**src/rtl/i2c_regslave_pkg.sv**
```systemverilog
package i2c_regslave_pkg;
  localparam int BYTE_W = 8;

  typedef enum logic [2:0] {
    ST_IDLE, ST_RX, ST_ACK, ST_TX, ST_MACK, ST_IGNORE
  } bus_state_e;

  typedef enum logic [1:0] {
    RX_DEV, RX_MEM, RX_DATA
  } rx_kind_e;
endpackage

```
**src/rtl/i2c_line_sync.sv**
```systemverilog
module i2c_line_sync #(
  parameter int SYNC_STAGES = 2
) (
  input  logic clk,
  input  logic rst,
  input  logic scl_in,
  input  logic sda_in,
  output logic scl_rise,
  output logic scl_fall,
  output logic start_det,
  output logic stop_det,
  output logic sda_val
);
  localparam int TOP = SYNC_STAGES - 1;

  logic [TOP:0] scl_pipe, sda_pipe;
  logic scl_d, sda_d;
  logic scl_s, sda_s;

  always_ff @(posedge clk) begin
    if (rst) begin
      scl_pipe <= '1;
      sda_pipe <= '1;
      scl_d    <= 1'b1;
      sda_d    <= 1'b1;
    end else begin
      scl_pipe <= {scl_pipe[TOP-1:0], scl_in};
      sda_pipe <= {sda_pipe[TOP-1:0], sda_in};
      scl_d    <= scl_pipe[TOP];
      sda_d    <= sda_pipe[TOP];
    end
  end

  assign scl_s     = scl_pipe[TOP];
  assign sda_s     = sda_pipe[TOP];
  assign scl_rise  = scl_s & ~scl_d;
  assign scl_fall  = ~scl_s & scl_d;
  assign start_det = scl_s & scl_d & sda_d & ~sda_s;
  assign stop_det  = scl_s & scl_d & ~sda_d & sda_s;
  assign sda_val   = sda_s;
endmodule

```
**src/rtl/i2c_pair_hold.sv**
```systemverilog
module i2c_pair_hold #(
  parameter int AW = 8,
  parameter int DW = 8
) (
  input  logic          clk,
  input  logic          rst,
  input  logic          clr,
  input  logic          cap_en,
  input  logic [AW-1:0] cap_addr,
  input  logic [DW-1:0] cap_data,
  input  logic [AW-1:0] look_addr,
  output logic          hit,
  output logic [DW-1:0] hold_data
);
  logic          valid;
  logic [AW-1:0] held_addr;

  always_ff @(posedge clk) begin
    if (rst || clr) begin
      valid     <= 1'b0;
      held_addr <= '0;
      hold_data <= '0;
    end else if (cap_en) begin
      valid     <= 1'b1;
      held_addr <= cap_addr;
      hold_data <= cap_data;
    end
  end

  assign hit = valid && (held_addr == look_addr);
endmodule

```
**src/rtl/i2c_regslave.sv**
```systemverilog
module i2c_regslave
  import i2c_regslave_pkg::*;
#(
  parameter logic [6:0] DEV_ADDR    = 7'b0110100,
  parameter int         MAX_WR      = 8,
  parameter int         SYNC_STAGES = 2
) (
  input  logic              clk,
  input  logic              rst,
  input  logic              wake_n,
  input  logic              scl_in,
  input  logic              sda_in,
  output logic              sda_oe,
  output logic [BYTE_W-1:0] reg_addr,
  input  logic [2*BYTE_W-1:0] reg_rdata,
  input  logic              reg_pair,
  output logic              reg_we,
  output logic [BYTE_W-1:0] reg_waddr,
  output logic [BYTE_W-1:0] reg_wdata
);
  localparam int WCW = $clog2(MAX_WR + 1);

  logic bus_rst;
  logic scl_rise, scl_fall, start_det, stop_det, sda_val;

  bus_state_e        state;
  rx_kind_e          kind, ack_kind;
  logic [2:0]        bit_cnt;
  logic              rx_full, ack_tx, mack_nack;
  logic [BYTE_W-1:0] shreg, txreg, addr_q;
  logic [WCW-1:0]    wr_cnt;

  logic              load_now, hold_hit, cap_en;
  logic [BYTE_W-1:0] hold_data, rd_byte;

  assign bus_rst = rst | ~wake_n; // sleep resets bus logic

  i2c_line_sync #(.SYNC_STAGES(SYNC_STAGES)) u_sync (
    .clk(clk), .rst(bus_rst), .scl_in(scl_in), .sda_in(sda_in),
    .scl_rise(scl_rise), .scl_fall(scl_fall),
    .start_det(start_det), .stop_det(stop_det), .sda_val(sda_val)
  );

  // byte fetch for read, with coherent low-byte hold
  assign load_now = scl_fall && (((state == ST_ACK) && ack_tx) ||
                                 ((state == ST_MACK) && !mack_nack));
  assign rd_byte  = hold_hit ? hold_data : reg_rdata[2*BYTE_W-1:BYTE_W];
  assign cap_en   = load_now && reg_pair && !hold_hit;

  i2c_pair_hold #(.AW(BYTE_W), .DW(BYTE_W)) u_hold (
    .clk(clk), .rst(bus_rst), .clr(start_det | stop_det),
    .cap_en(cap_en), .cap_addr(addr_q + BYTE_W'(1)),
    .cap_data(reg_rdata[BYTE_W-1:0]), .look_addr(addr_q),
    .hit(hold_hit), .hold_data(hold_data)
  );

  assign reg_addr = addr_q;

  always_ff @(posedge clk) begin
    if (bus_rst) begin
      state     <= ST_IDLE;
      kind      <= RX_DEV;
      ack_kind  <= RX_DEV;
      bit_cnt   <= '0;
      rx_full   <= 1'b0;
      ack_tx    <= 1'b0;
      mack_nack <= 1'b0;
      shreg     <= '0;
      txreg     <= '0;
      addr_q    <= '0;
      wr_cnt    <= '0;
      sda_oe    <= 1'b0;
      reg_we    <= 1'b0;
      reg_waddr <= '0;
      reg_wdata <= '0;
    end else begin
      reg_we <= 1'b0;
      if (start_det) begin
        state   <= ST_RX;
        kind    <= RX_DEV;
        bit_cnt <= '0;
        rx_full <= 1'b0;
        wr_cnt  <= '0;
        sda_oe  <= 1'b0;
      end else if (stop_det) begin
        state  <= ST_IDLE;
        sda_oe <= 1'b0;
      end else begin
        case (state)
          ST_RX: begin
            if (scl_rise && !rx_full) begin
              shreg   <= {shreg[BYTE_W-2:0], sda_val};
              bit_cnt <= bit_cnt + 3'd1;
              if (bit_cnt == 3'd7) rx_full <= 1'b1;
            end else if (scl_fall && rx_full) begin
              rx_full <= 1'b0;
              bit_cnt <= '0;
              case (kind)
                RX_DEV: begin
                  if (shreg[BYTE_W-1:1] == DEV_ADDR) begin
                    sda_oe   <= 1'b1;
                    state    <= ST_ACK;
                    ack_tx   <= shreg[0];
                    ack_kind <= RX_MEM;
                  end else begin
                    state <= ST_IGNORE;
                  end
                end
                RX_MEM: begin
                  sda_oe   <= 1'b1;
                  state    <= ST_ACK;
                  addr_q   <= shreg;
                  ack_tx   <= 1'b0;
                  ack_kind <= RX_DATA;
                end
                default: begin
                  if (wr_cnt < WCW'(MAX_WR)) begin
                    sda_oe    <= 1'b1;
                    state     <= ST_ACK;
                    reg_we    <= 1'b1;
                    reg_waddr <= addr_q;
                    reg_wdata <= shreg;
                    addr_q    <= addr_q + BYTE_W'(1);
                    wr_cnt    <= wr_cnt + WCW'(1);
                    ack_tx    <= 1'b0;
                    ack_kind  <= RX_DATA;
                  end else begin
                    state <= ST_IGNORE;
                  end
                end
              endcase
            end
          end
          ST_ACK: begin
            if (scl_fall) begin
              kind <= ack_kind;
              if (ack_tx) begin
                state   <= ST_TX;
                txreg   <= {rd_byte[BYTE_W-2:0], 1'b0};
                sda_oe  <= ~rd_byte[BYTE_W-1];
                bit_cnt <= '0;
                addr_q  <= addr_q + BYTE_W'(1); // natural 8-bit roll
              end else begin
                state  <= ST_RX;
                sda_oe <= 1'b0;
              end
            end
          end
          ST_TX: begin
            if (scl_fall) begin
              if (bit_cnt == 3'd7) begin
                state  <= ST_MACK;
                sda_oe <= 1'b0;
              end else begin
                sda_oe <= ~txreg[BYTE_W-1];
                txreg  <= {txreg[BYTE_W-2:0], 1'b0};
              end
              bit_cnt <= bit_cnt + 3'd1;
            end
          end
          ST_MACK: begin
            if (scl_rise) begin
              mack_nack <= sda_val;
            end else if (scl_fall) begin
              if (mack_nack) begin
                state <= ST_IGNORE;
              end else begin
                state   <= ST_TX;
                txreg   <= {rd_byte[BYTE_W-2:0], 1'b0};
                sda_oe  <= ~rd_byte[BYTE_W-1];
                bit_cnt <= '0;
                addr_q  <= addr_q + BYTE_W'(1);
              end
            end
          end
          default: ;
        endcase
      end
    end
  end
endmodule

```
**config.mk**
```make
export PLATFORM = sky130hd
export DESIGN_NAME = i2c_regslave
export DESIGN_NICKNAME = d
export VERILOG_FILES = /design/src/rtl/i2c_regslave_pkg.sv /design/src/rtl/i2c_line_sync.sv /design/src/rtl/i2c_pair_hold.sv /design/src/rtl/i2c_regslave.sv
export SDC_FILE = /design/constraint.sdc
export NUM_CORES = 1
export LEC_CHECK = 0
export CAP_MARGIN = 20
export CORE_MARGIN = 4
export CORE_UTILIZATION = 40
export DETAILED_ROUTE_END_ITERATION = 16
export DONT_BUFFER_PORTS = 1
export PLACE_DENSITY = 0.54
export REMOVE_ABC_BUFFERS = 1
export SLEW_MARGIN = 10
export SYNTH_ARGS = -nofsm -noshare
export SYNTH_HDL_FRONTEND = slang
export SYNTH_SLANG_ARGS = --single-unit
```
**constraint.sdc**
```tcl
create_clock -name clk -period 2.1 [get_ports clk]
set_clock_uncertainty 0.05 [all_clocks]
set_input_delay 0.105 -clock clk [delete_from_list [all_inputs] [get_ports clk]]
set_output_delay 0.105 -clock clk [all_outputs]
set_load 0.005 [all_outputs]
```
==> run summary <==
Outcome
• finished with violations — result of the run
• setup timing — failing checks

Final layout
• 0 — antenna diode count
• 511 — Layout Nets
• 49.8% — Util after Layout
• 619 — number of cells in the finished layout apart from fillers
• 16.5% — layout cells sized above 1
• dfxtp_1 — most frequent standard cell in the layout excluding fill and tap cells
• 79 x dfxtp_1, 75 x nor2_1, 44 x buf_4 — commonest cells after routing, fill and taps aside
• 20.3% — post-synthesis to final-layout area growth

Synthesis
• dfxtp_1 42%, mux2i_1 9.6%, nor2_1 7.5% — synth top area cells
• 443 — number of instances in the synthesized netlist
• dfxtp_1 — largest area contributor in the netlist
• 81 — Yosys reg bits
• 42.2% — fraction of the yosys area taken by sequential cells
• dfxtp_1 — most instantiated flip-flop cell in the synthesis netlist
• 0% — Async S/R FF share, synth
• 0.00384 mm2 — Post-Syn Area
• 0 — count of synthesis-stage warnings from yosys
• 0 — number of synthesized flops with an enable pin
• 8.67 um2 — Post-Synthesis Mean Instance Area
• 61 — count of different cell masters after synthesis
• 42.2% — area share of the leading cell type in the synthesized netlist

Hold path
• 2 — hold path depth
• reg_rdata[12] — hold path startpoint
• primary input to register — classification of the worst-slack hold path

Critical path
• or4b_4 — cell with the largest stage delay on the worst path
• 0 — Critical path buffers and inverters
• 2350 ps — Arr. time, crit path
• register to register — CP Class
• 560 ps — delay contributed by the slowest stage of the critical path
• register — CP Launch Type
• simple AND/OR/NAND/NOR gates — category of cells accounting for the largest share of critical-path delay
• 5 — Worst Reg2Reg Path Length in Cells
• state[2]$_SDFFE_PP0P_ — launching element of the worst setup path
• -20 ps — register-to-register setup slack
• 6 — maximum fanout encountered on the critical timing path
• 5 — number of cells on the critical path
• register — sort of element at the end of the critical path
• 2330 ps — required time of the critical path
• state[2]$_SDFFE_PP0P_ — reg2reg start
• or4b_4 > nor3b_4 > o21ai_4 > or4_1 > a21oi_1 — chain of cells forming the critical path

Clocking
• 360 ps — clock latency on the worst-skew pair
• 90 ps — clock edge transition at the registers on the reported setup and hold paths
• 9 — number of buffers created by CTS
• clkbuf_8 — cell at the root of the clock tree
• 2 — Bufs on Longest Clock Path
• 81 — number of clock sinks
• 3 — CTS H-Tree Depth
• done — TritonCTS clock tree

Detailed routing
• 0 — total DRC errors in the routed layout
• 3324 — vias post-DR
• 176 — count of routing violations after the opening detailed-route iteration
• 0 — post-route antenna net violation count
• 5.37 — per-cell via count in the routed design
• 5 — DRT Pass-1 Iters
• 16.3 um — final routed wire length divided by cell count
• 10.1 mm — Total Routed Length

Timing
• true — RSZ-0062 raised after global routing
• -17.6 ps — setup tns final
• 2120 ps — time the worst path needs with I/O delays and setup
• 46.8% — relative slew slack
• 0 — final max-slew violation count
• 472 MHz — maximum achievable frequency
• -17.6 ps — worst setup slack after layout
• 0 — total count of hold-check failures in the final report
• 101% — final clock period utilization by the worst path
• 799 ps — transition time at the pin with the least slew margin
• 1 — Setup-failing EPs final

Floorplan
• 106 um — Chip Height
• 35 — Rows
• 48 — number of top-level design ports
• 41.4% — initial standard-cell utilization of the core
• 0.00928 mm2 — Floorplan Core Area
• 106 um — Die Width
• 0.0112 mm2 — area enclosed by the die boundary

Place
• 0 — IO buf count
• 585 — placed instance count
• 0.856 — last weighted congestion value of the routability-driven placer
• 7.12 mm — DP Wirelength
• -20.6 ps — pre-CTS WS

Global route
• 3217 — via count of the first global-routing pass
• 18.0% — aggregate global-route resource usage
• 0 — global route overflow
• 24 — largest net degree at the start of global routing
• 16.3 mm — first-pass GRT wire length
• 0 — antenna violations before repair

Power
• 0.402 mV — VDD IR-drop max
• 1.75 nW — total leakage power
• 0.00277 W — post-layout total power
• 598 mW/mm2 — power density over the cells

Job
• 0 — Max-Cap Viols

## kinds of logic (layout without fill, tap and decap cells)
| family | count (synthesis) | in the layout | synth area share (%) |
|---|---|---|---|
| and+or+nand+nor | 185 | 185 | 24.1 |
| AOI/OAI and AO/OA | 84 | 85 | 15.0 |
| DFF | 81 | 81 | 42.2 |
| muxes | 37 | 37 | 9.64 |
| buffers and inverters | 35 | 81 | 3.91 |
| xor gates and xnor gates | 17 | 17 | 3.88 |
| adders and majority gates | 4 | 4 | 1.30 |
## routing by layer
metal | up-vias | wire length (um) | track usage (%)
li1 | 1667 | - | -
met1 | 1560 | 4670 | 23.8
met2 | 81 | 4790 | 29.3
met3 | 16 | 496 | 4.61
met4 | 0 | 118 | 4.63
met5 | - | 0 | 0
## timing repair
action	in CTS	in global routing
gates cloned	0	1
hold endpoints to repair	12	0
endpoints found under the setup margin	3	16
hold buffers	12	0
setup buffers	0	5
pin swaps	0	5
gates resized for setup	2	17
## metrics by stage
stage	cell area (um2)	hold WS (ps)
2_1_floorplan	3720	156
3_3_place_gp	4190	157
3_5_place_dp	4190	164
4_1_cts	4510	0.240
5_1_grt	4620	23.5
6_report	4620	1.25
## path summary, 6_finish.rpt
check,endpoint
max reg2reg,reg_addr[4]$_SDFFE_PP0P_
min,txreg[5]$_SDFFE_PP0P_
min reg2reg,u_sync.sda_pipe[1]$_SDFF_PP1_
max,reg_addr[4]$_SDFFE_PP0P_
## area by class of cell
type / count / area (um2)
multi-input combinational: 328 / 2150
inverter: 9 / 33.8
clock inverter: 4 / 52.6
fill: 930 / 4660
timing repair buffer: 56 / 450
clock buffer: 12 / 145
sequential: 81 / 1620
tap: 129 / 161
## state kept, by name (all words and copies together), names as in the netlist
name / count
reg_addr: 8
reg_waddr: 8
reg_wdata: 8
shreg: 8
u_hold.held_addr: 8
u_hold.hold_data: 8
txreg: 7
wr_cnt: 4
bit_cnt: 3
state: 3
ack_kind: 2
kind: 2
u_sync.scl_pipe: 2
u_sync.sda_pipe: 2
ack_tx: 1
mack_nack: 1
reg_we: 1
rx_full: 1
sda_oe: 1
u_hold.valid: 1
u_sync.scl_d: 1
u_sync.sda_d: 1
## worst register-to-register path, delay by kind of cell (launching register included)
kind | cells | cell delay, ps
simple gates | 3 | 1370
flops | 1 | 350
compound gates | 2 | 280
## cells in the mapped netlist, types with 4 or more instances
master,instances
dfxtp_1,81
nor2_1,77
mux2i_1,37
nor3_1,20
a21oi_1,19
clkbuf_1,19
nand3_1,18
nand2_1,17
o21ai_0,17
a211oi_1,12
xnor2_1,11
nand2b_1,9
nor2b_1,9
inv_1,8
or4_1,6
xor2_1,6
and2_1,5
o41ai_1,5
a31oi_1,4
ha_1,4
nor3b_1,4
o31ai_1,4
## power by group
| part | switching, W | internal (W) |
|---|---|---|
| clock network | 0.000568 | 0.000583 |
| logic | 0.0000430 | 0.0000330 |
| registers | 0.00000156 | 0.00154 |
| total | 0.000612 | 0.00215 |
(Power assumes the default switching activity.)
